## config.mk

```make
export PLATFORM = sky130hd
export DESIGN_NAME = audclk_div
export DESIGN_NICKNAME = d
export VERILOG_FILES = /design/src/rtl/audclk_pkg.sv /design/src/rtl/audclk_cfg_decode.sv /design/src/rtl/audclk_phase_ctr.sv /design/src/rtl/audclk_mclk_gen.sv /design/src/rtl/audclk_bclk_acc.sv /design/src/rtl/audclk_div.sv
export SDC_FILE = /design/constraint.sdc
export NUM_CORES = 1
export LEC_CHECK = 0
export ABC_AREA = 1
export CORE_UTILIZATION = 56
export CTS_CLUSTER_DIAMETER = 120
export DETAILED_ROUTE_END_ITERATION = 10
export DONT_BUFFER_PORTS = 1
export PLACE_DENSITY = 0.73
export SLEW_MARGIN = 20
export SYNTH_ARGS = -nofsm -noshare
export SYNTH_HDL_FRONTEND = slang
export SYNTH_SLANG_ARGS = --single-unit
```

## constraint.sdc

```tcl
create_clock -name clk_i -period 2 [get_ports clk_i]
set_input_delay 0.1 -clock clk_i [delete_from_list [all_inputs] [get_ports clk_i]]
set_output_delay 0.1 -clock clk_i [all_outputs]
set_load 0.05 [all_outputs]
```

## src/rtl/audclk_pkg.sv

```systemverilog
package audclk_pkg;

   typedef enum logic {
      FAMILY_HI = 1'b0,
      FAMILY_LO = 1'b1
   } family_e;

   function automatic bit is_pow2(input int v);
      return (v > 0) && ((v & (v - 1)) == 0);
   endfunction

endpackage

```

## src/rtl/audclk_cfg_decode.sv

```systemverilog
module audclk_cfg_decode
   import audclk_pkg::*;
#(
   parameter int BASE_HI      = 512,
   parameter int BASE_LO      = 384,
   parameter int MIN_RATIO_HI = 32,
   parameter int MIN_RATIO_LO = 48,
   parameter int BITS_STD     = 32,
   parameter int BITS_WIDE    = 48,
   parameter int CODE_W       = 3,
   parameter int CNT_W        = 9,
   parameter int ACC_W        = 10
) (
   input  logic              base_sel_i,
   input  logic [CODE_W-1:0] mult_code_i,
   input  logic              wide_bclk_i,
   output logic              legal_o,
   output logic [CNT_W-1:0]  frame_last_o,
   output logic [ACC_W-1:0]  frame_len_o,
   output logic [CNT_W-1:0]  sub_mask_o,
   output logic [ACC_W-1:0]  bits_o
);
   localparam int MAXC_HI = $clog2(BASE_HI / MIN_RATIO_HI);
   localparam int MAXC_LO = $clog2(BASE_LO / MIN_RATIO_LO);
   localparam int NCODES  = 2 ** CODE_W;

   logic [CNT_W-1:0] mask_tab [NCODES];

   // one low-bit mask per shift code; codes beyond the counter saturate
   for (genvar g = 0; g < NCODES; g++) begin : g_mask
      localparam int MV = (g >= CNT_W) ? (2 ** CNT_W) - 1 : (2 ** g) - 1;
      assign mask_tab[g] = CNT_W'(MV);
   end

   family_e fam;

   always_comb begin
      fam = family_e'(base_sel_i);
      if (fam == FAMILY_LO) begin
         legal_o      = int'(mult_code_i) <= MAXC_LO;
         frame_last_o = CNT_W'(BASE_LO - 1);
         frame_len_o  = ACC_W'(BASE_LO);
      end else begin
         legal_o      = int'(mult_code_i) <= MAXC_HI;
         frame_last_o = CNT_W'(BASE_HI - 1);
         frame_len_o  = ACC_W'(BASE_HI);
      end
      sub_mask_o = mask_tab[mult_code_i];
      bits_o     = wide_bclk_i ? ACC_W'(BITS_WIDE) : ACC_W'(BITS_STD);
   end

endmodule

```

## src/rtl/audclk_phase_ctr.sv

```systemverilog
module audclk_phase_ctr #(
   parameter int CNT_W = 9
) (
   input  logic             clk_i,
   input  logic             rst_ni,
   input  logic             run_i,
   input  logic [CNT_W-1:0] last_i,
   output logic             live_o,
   output logic [CNT_W-1:0] cnt_o
);
   always_ff @(posedge clk_i or negedge rst_ni) begin
      if (!rst_ni) begin
         live_o <= 1'b0;
         cnt_o  <= '0;
      end else if (!run_i) begin
         live_o <= 1'b0;
         cnt_o  <= '0;
      end else begin
         live_o <= 1'b1;
         if (live_o) begin
            cnt_o <= (cnt_o >= last_i) ? '0 : cnt_o + CNT_W'(1);
         end
      end
   end

endmodule

```

## src/rtl/audclk_mclk_gen.sv

```systemverilog
module audclk_mclk_gen #(
   parameter int CNT_W = 9
) (
   input  logic             live_i,
   input  logic             legal_i,
   input  logic [CNT_W-1:0] cnt_i,
   input  logic [CNT_W-1:0] mask_i,
   output logic             mclk_o,
   output logic             tick_o
);
   logic [CNT_W-1:0] half;
   logic             active;

   always_comb begin
      half   = (mask_i >> 1) + CNT_W'(1);
      active = live_i & legal_i;
      tick_o = active & ((cnt_i & mask_i) == '0);
      mclk_o = active & (mask_i != '0) & ((cnt_i & half) == '0);
   end

endmodule

```

## src/rtl/audclk_bclk_acc.sv

```systemverilog
module audclk_bclk_acc #(
   parameter int ACC_W = 10
) (
   input  logic             clk_i,
   input  logic             rst_ni,
   input  logic             run_i,
   input  logic             live_i,
   input  logic [ACC_W-1:0] bits_i,
   input  logic [ACC_W-1:0] len_i,
   output logic             tick_o
);
   logic [ACC_W-1:0] acc;
   logic [ACC_W-1:0] sum;
   logic             hit;

   always_comb begin
      sum    = acc + bits_i;
      hit    = sum >= len_i;
      tick_o = live_i & hit;
   end

   always_ff @(posedge clk_i or negedge rst_ni) begin
      if (!rst_ni) begin
         acc <= '0;
      end else if (!run_i || !live_i) begin
         acc <= '0;
      end else begin
         acc <= hit ? sum - len_i : sum;
      end
   end

endmodule

```

## src/rtl/audclk_div.sv

```systemverilog
module audclk_div
   import audclk_pkg::*;
#(
   parameter int BASE_HI      = 512,
   parameter int BASE_LO      = 384,
   parameter int MIN_RATIO_HI = 32,
   parameter int MIN_RATIO_LO = 48,
   parameter int BITS_STD     = 32,
   parameter int BITS_WIDE    = 48,
   parameter int CODE_W       = 3
) (
   input  logic              clk_i,
   input  logic              rst_ni,
   input  logic              run_i,
   input  logic              base_sel_i,
   input  logic [CODE_W-1:0] mult_code_i,
   input  logic              wide_bclk_i,
   output logic              mclk_o,
   output logic              mclk_tick_o,
   output logic              bclk_tick_o,
   output logic              fs_stb_o,
   output logic              cfg_err_o
);
   localparam int CNT_W = $clog2(BASE_HI);
   localparam int ACC_W = CNT_W + 1;

   if (!is_pow2(BASE_HI / MIN_RATIO_HI) || (BASE_HI % MIN_RATIO_HI) != 0) begin : g_bad_hi
      $error("BASE_HI must be a power-of-two multiple of MIN_RATIO_HI");
   end
   if (!is_pow2(BASE_LO / MIN_RATIO_LO) || (BASE_LO % MIN_RATIO_LO) != 0) begin : g_bad_lo
      $error("BASE_LO must be a power-of-two multiple of MIN_RATIO_LO");
   end
   if (BASE_LO >= BASE_HI) begin : g_bad_order
      $error("BASE_LO must be below BASE_HI");
   end
   if (BITS_STD >= BASE_LO || BITS_WIDE >= BASE_LO) begin : g_bad_bits
      $error("bit slots per frame must be below the shorter frame length");
   end
   if ($clog2(BASE_HI / MIN_RATIO_HI) >= 2 ** CODE_W) begin : g_bad_code
      $error("CODE_W too narrow for the largest shift");
   end

   logic             legal;
   logic [CNT_W-1:0] frame_last;
   logic [ACC_W-1:0] frame_len;
   logic [CNT_W-1:0] sub_mask;
   logic [ACC_W-1:0] bits;
   logic             live;
   logic [CNT_W-1:0] cnt;

   audclk_cfg_decode #(
      .BASE_HI(BASE_HI), .BASE_LO(BASE_LO),
      .MIN_RATIO_HI(MIN_RATIO_HI), .MIN_RATIO_LO(MIN_RATIO_LO),
      .BITS_STD(BITS_STD), .BITS_WIDE(BITS_WIDE),
      .CODE_W(CODE_W), .CNT_W(CNT_W), .ACC_W(ACC_W)
   ) decode_i (
      .base_sel_i  (base_sel_i),
      .mult_code_i (mult_code_i),
      .wide_bclk_i (wide_bclk_i),
      .legal_o     (legal),
      .frame_last_o(frame_last),
      .frame_len_o (frame_len),
      .sub_mask_o  (sub_mask),
      .bits_o      (bits)
   );

   audclk_phase_ctr #(.CNT_W(CNT_W)) phase_i (
      .clk_i (clk_i),
      .rst_ni(rst_ni),
      .run_i (run_i),
      .last_i(frame_last),
      .live_o(live),
      .cnt_o (cnt)
   );

   audclk_mclk_gen #(.CNT_W(CNT_W)) mclk_i (
      .live_i (live),
      .legal_i(legal),
      .cnt_i  (cnt),
      .mask_i (sub_mask),
      .mclk_o (mclk_o),
      .tick_o (mclk_tick_o)
   );

   audclk_bclk_acc #(.ACC_W(ACC_W)) bclk_i (
      .clk_i (clk_i),
      .rst_ni(rst_ni),
      .run_i (run_i),
      .live_i(live),
      .bits_i(bits),
      .len_i (frame_len),
      .tick_o(bclk_tick_o)
   );

   assign fs_stb_o  = live & (cnt == '0);
   assign cfg_err_o = ~legal;

endmodule

```

==> summary.md <==
| Metric | Value |
|---|---|
| Rel. slew slack | 47.46% |
| Synth Area in Compound Gates | 7.082% |
| Setup violators final | 4 |
| Critical setup path kind | reg2out |
| Number of DRC markers in iteration 0 | 36 |
| Fin nets | 230 |
| Antenna Nets Post-Route | 0 |
| Largest family of logic cells by synthesized area | simple AND/OR/NAND/NOR gates |
| Slew @ Worst Pin | 0.7855 ns |
| Worst Setup Start Kind | flop |
| Seq cells post-synth | 16 |
| Vias/cell | 5.548 |
| Worst r2r src | bclk_i.acc[4] |
| Final period util | 114.2% |
| Final Hold Vio Count | 0 |
| Die W | 50.64 µm |
| Minimum hold slack | 0.06213 ns |
| Syn avg cell area | 6.830 µm² |
| Fmax | 0.4379 GHz |
| Beginning of the worst hold path | run_i |
| RSZ-0062 raised after global routing | yes |
| Minimum clock period | 2.283 ns |
| Clock Skew | 0.007714 ns |
| Post-synthesis mux area share | 0% |
| Area share of fa/ha/maj cells after synthesis | 10.01% |
| Violated checks | setup timing |
| WP data required | 1.90 ns |
| Total CTS buffers | 3 |
| Die H | 50.64 µm |
| Hold depth | 2 |
| Starting Density | 59.90% |
| R2r setup slk | -0.09 ns |
| Clock slew at reported path FFs | 0.11 ns |
| Synthesized cell area | 1325 µm² |
| Top Ports | 13 |
| CORE AREA | 2212 µm² |
| Largest net degree at the start of global routing | 17 |
| GP Congestion | 0.8400 |
| Share of layout cells above drive strength 1 | 26.07% |
| Slew Limit Fails | 0 |
| CTS tree | built |
| DIE AREA | 2564 µm² |
| Worst Path Max Fanout | 3 |
| Drt first pass iters | 4 |
| Row count | 17 |
| Fillcell total | 159 |
| Hold EP | phase_i.cnt_o[2] |
| Syn nets | 212 |
| Antenna violations before repair | 0 |
| Pleak | 0.8552 nW |
| R2r endpoint | bclk_i.acc[9] |
| First-pass GRT wire length | 5.623 mm |
| Total GRT Usage | 30.35% |
| PwrDens | 493.0 nW/µm² |
| Finished layout cell area | 1645 µm² |
| Vias in the first global route | 1315 |
| CTS Sinks | 16 |
| Post-synthesis sequential area ratio | 30.22% |
| Peak VDD IR | 0.4456 mV |
| Area grow syn2layout | 24.17% |
| Library cells used by synthesis | 29 |
| Post-DP Area | 1413 µm² |
| Final worst setup slack | -0.2835 ns |
| XOR/XNOR Fraction of Synth Area | 1.983% |
| CP arrival | 2.18 ns |
| Via count | 1326 |
| Ant diodes | 0 |
| Ys Warns | 0 |
| Synth Instances | 194 |
| Grt total ovfl | 0 |
| CP endpoint kind | primary output |
| Drt wl/cell | 14.53 µm |
| PortBufs | 0 |
| Max Cap Viol | 0 |
| Clk Latency, worst-skew pair | 0.30 ns |
| Post-Route WL | 3.473 mm |
| R2R depth | 13 |
| Post-Synth Simple-Gate Area | 40.23% |
| Status | complete, but fails checks |
| Clock Tree Buf Depth | 2 |
| Root buffer cell | clkbuf_4 |
| Class of the worst hold path | in2reg |
| H-tree Lvls | 1 |
| HPWL Detailed | 2.192 mm |
| DR DRC count | 0 |
==> layout make-up <==
cell class / instances / area [µm²] / share of cell area, %
timing repair buffer: 14 / 122.6 / 7.452
multi-input combinational: 142 / 917.1 / 55.74
inverter: 35 / 133.9 / 8.137
sequential: 16 / 400.4 / 24.33
tap: 28 / 35.03 / 2.129
clock buffer: 4 / 36.28 / 2.205
==> critical path, stage by stage (launching register included) <==
cell and delay, ns:
dfrtp_1 0.38, ha_2 0.18, inv_2 0.07, ha_4 0.16
o21ai_2 0.06, and2_4 0.17, ha_4 0.27, nand2_4 0.06
inv_2 0.09, nand3_4 0.10, a21oi_4 0.18, buf_12 0.16
==> worst max path at each step <==
stage,from,cells after the start,slack [ns],to
after CTS,bclk_i.acc[4],11,-0.19,bclk_tick_o
after global routing,bclk_i.acc[4],11,-0.34,bclk_tick_o
final,bclk_i.acc[4],11,-0.28,bclk_tick_o
after global placement,bclk_i.acc[4],13,-0.01,bclk_i.acc[9]
after floorplan,bclk_i.acc[4],11,-0.08,bclk_tick_o
after detailed placement,bclk_i.acc[4],13,-0.07,bclk_i.acc[9]
==> per-layer routing <==
layer	track usage, %	wire (µm)
met1	37.21	1503
met2	50.67	1684
met3	4.545	178
met4	16.67	107
met5	0	0
==> synth_stat cells (all sizes together) <==
library cell  count  area, µm²
a21boi            1      7.510
a21oi             3      26.28
a22oi             1      7.510
and2              1      6.260
buf               1      7.510
clkinv            1      3.750
dfrtp            16      400.4
fa                1      20.02
ha                9      112.6
inv              34      127.6
nand2            62      252.7
nand3            21      105.1
nand3b            1      7.510
nand4             6      37.54
nor2             20      106.4
nor3              1      5.000
nor4              1      6.260
o211ai            1      7.510
o21ai             9      45.04
or2               1      6.260
xor2              3      26.28
==> power by group <==
group	internal, mW	switching [mW]
logic	0.0923	0.142
clock network	0.111	0.120
registers	0.334	0.0118
==> cell families (layout without fill, tap and decap cells) <==
| group | Yosys count | in the layout |
|---|---|---|
| adder cells (fa/ha/maj) | 10 | 10 |
| AO/OA/AOI/OAI | 15 | 15 |
| XOR/XNOR | 3 | 3 |
| flip-flops | 16 | 16 |
| buffers and inverters | 36 | 53 |
| AND/OR/NAND/NOR | 114 | 114 |
==> cells in the final DEF, fill, tap and decap left out, types with 2 or more instances in the layout <==
cell            n
ha_1            4
nand3_1        19
inv_1          27
nor2_2          4
dlygate4sd3_1   2
dfrtp_1        16
buf_4          11
nor2_4          3
ha_4            4
nand2_1        50
inv_2           6
nor2_1         12
nand2_4         2
a21oi_4         2
nand2_2        10
o21ai_1         6
o21ai_0         2
nand4_1         6
xor2_1          3
clkbuf_4        3
==> stage by stage <==
step / total power, mW / TNS (ns) / instances / utilization, % / setup slack, ns
2_1_floorplan: 0.4722 / -0.08112 / 194 / - / -0.08112
3_3_place_gp: 0.5082 / -0.01283 / 226 / 63.86 / -0.009514
3_5_place_dp: 0.5125 / -0.1713 / 226 / 63.86 / -0.07140
4_1_cts: 0.7793 / -0.1893 / 238 / 72.45 / -0.1893
5_1_grt: 0.8474 / -0.8036 / 239 / 74.38 / -0.3384
6_report: 0.8112 / -0.4168 / 239 / 74.38 / -0.2835
==> timing repair <==
action	CTS	global route
pin swaps	8	2
hold buffers	2	0
gates cloned	0	0
setup endpoints to repair	3	4
buffers inserted	6	1
hold endpoints to repair	17	0
gates resized for setup	20	8
==> flip-flops by register name, summed over array words and instances (netlist names) <==
| register | count |
|---|---|
| phase_i.live_o | 1 |
| bclk_i.acc | 6 |
| phase_i.cnt_o | 9 |
Note: power is estimated with default switching activity, not from simulation.
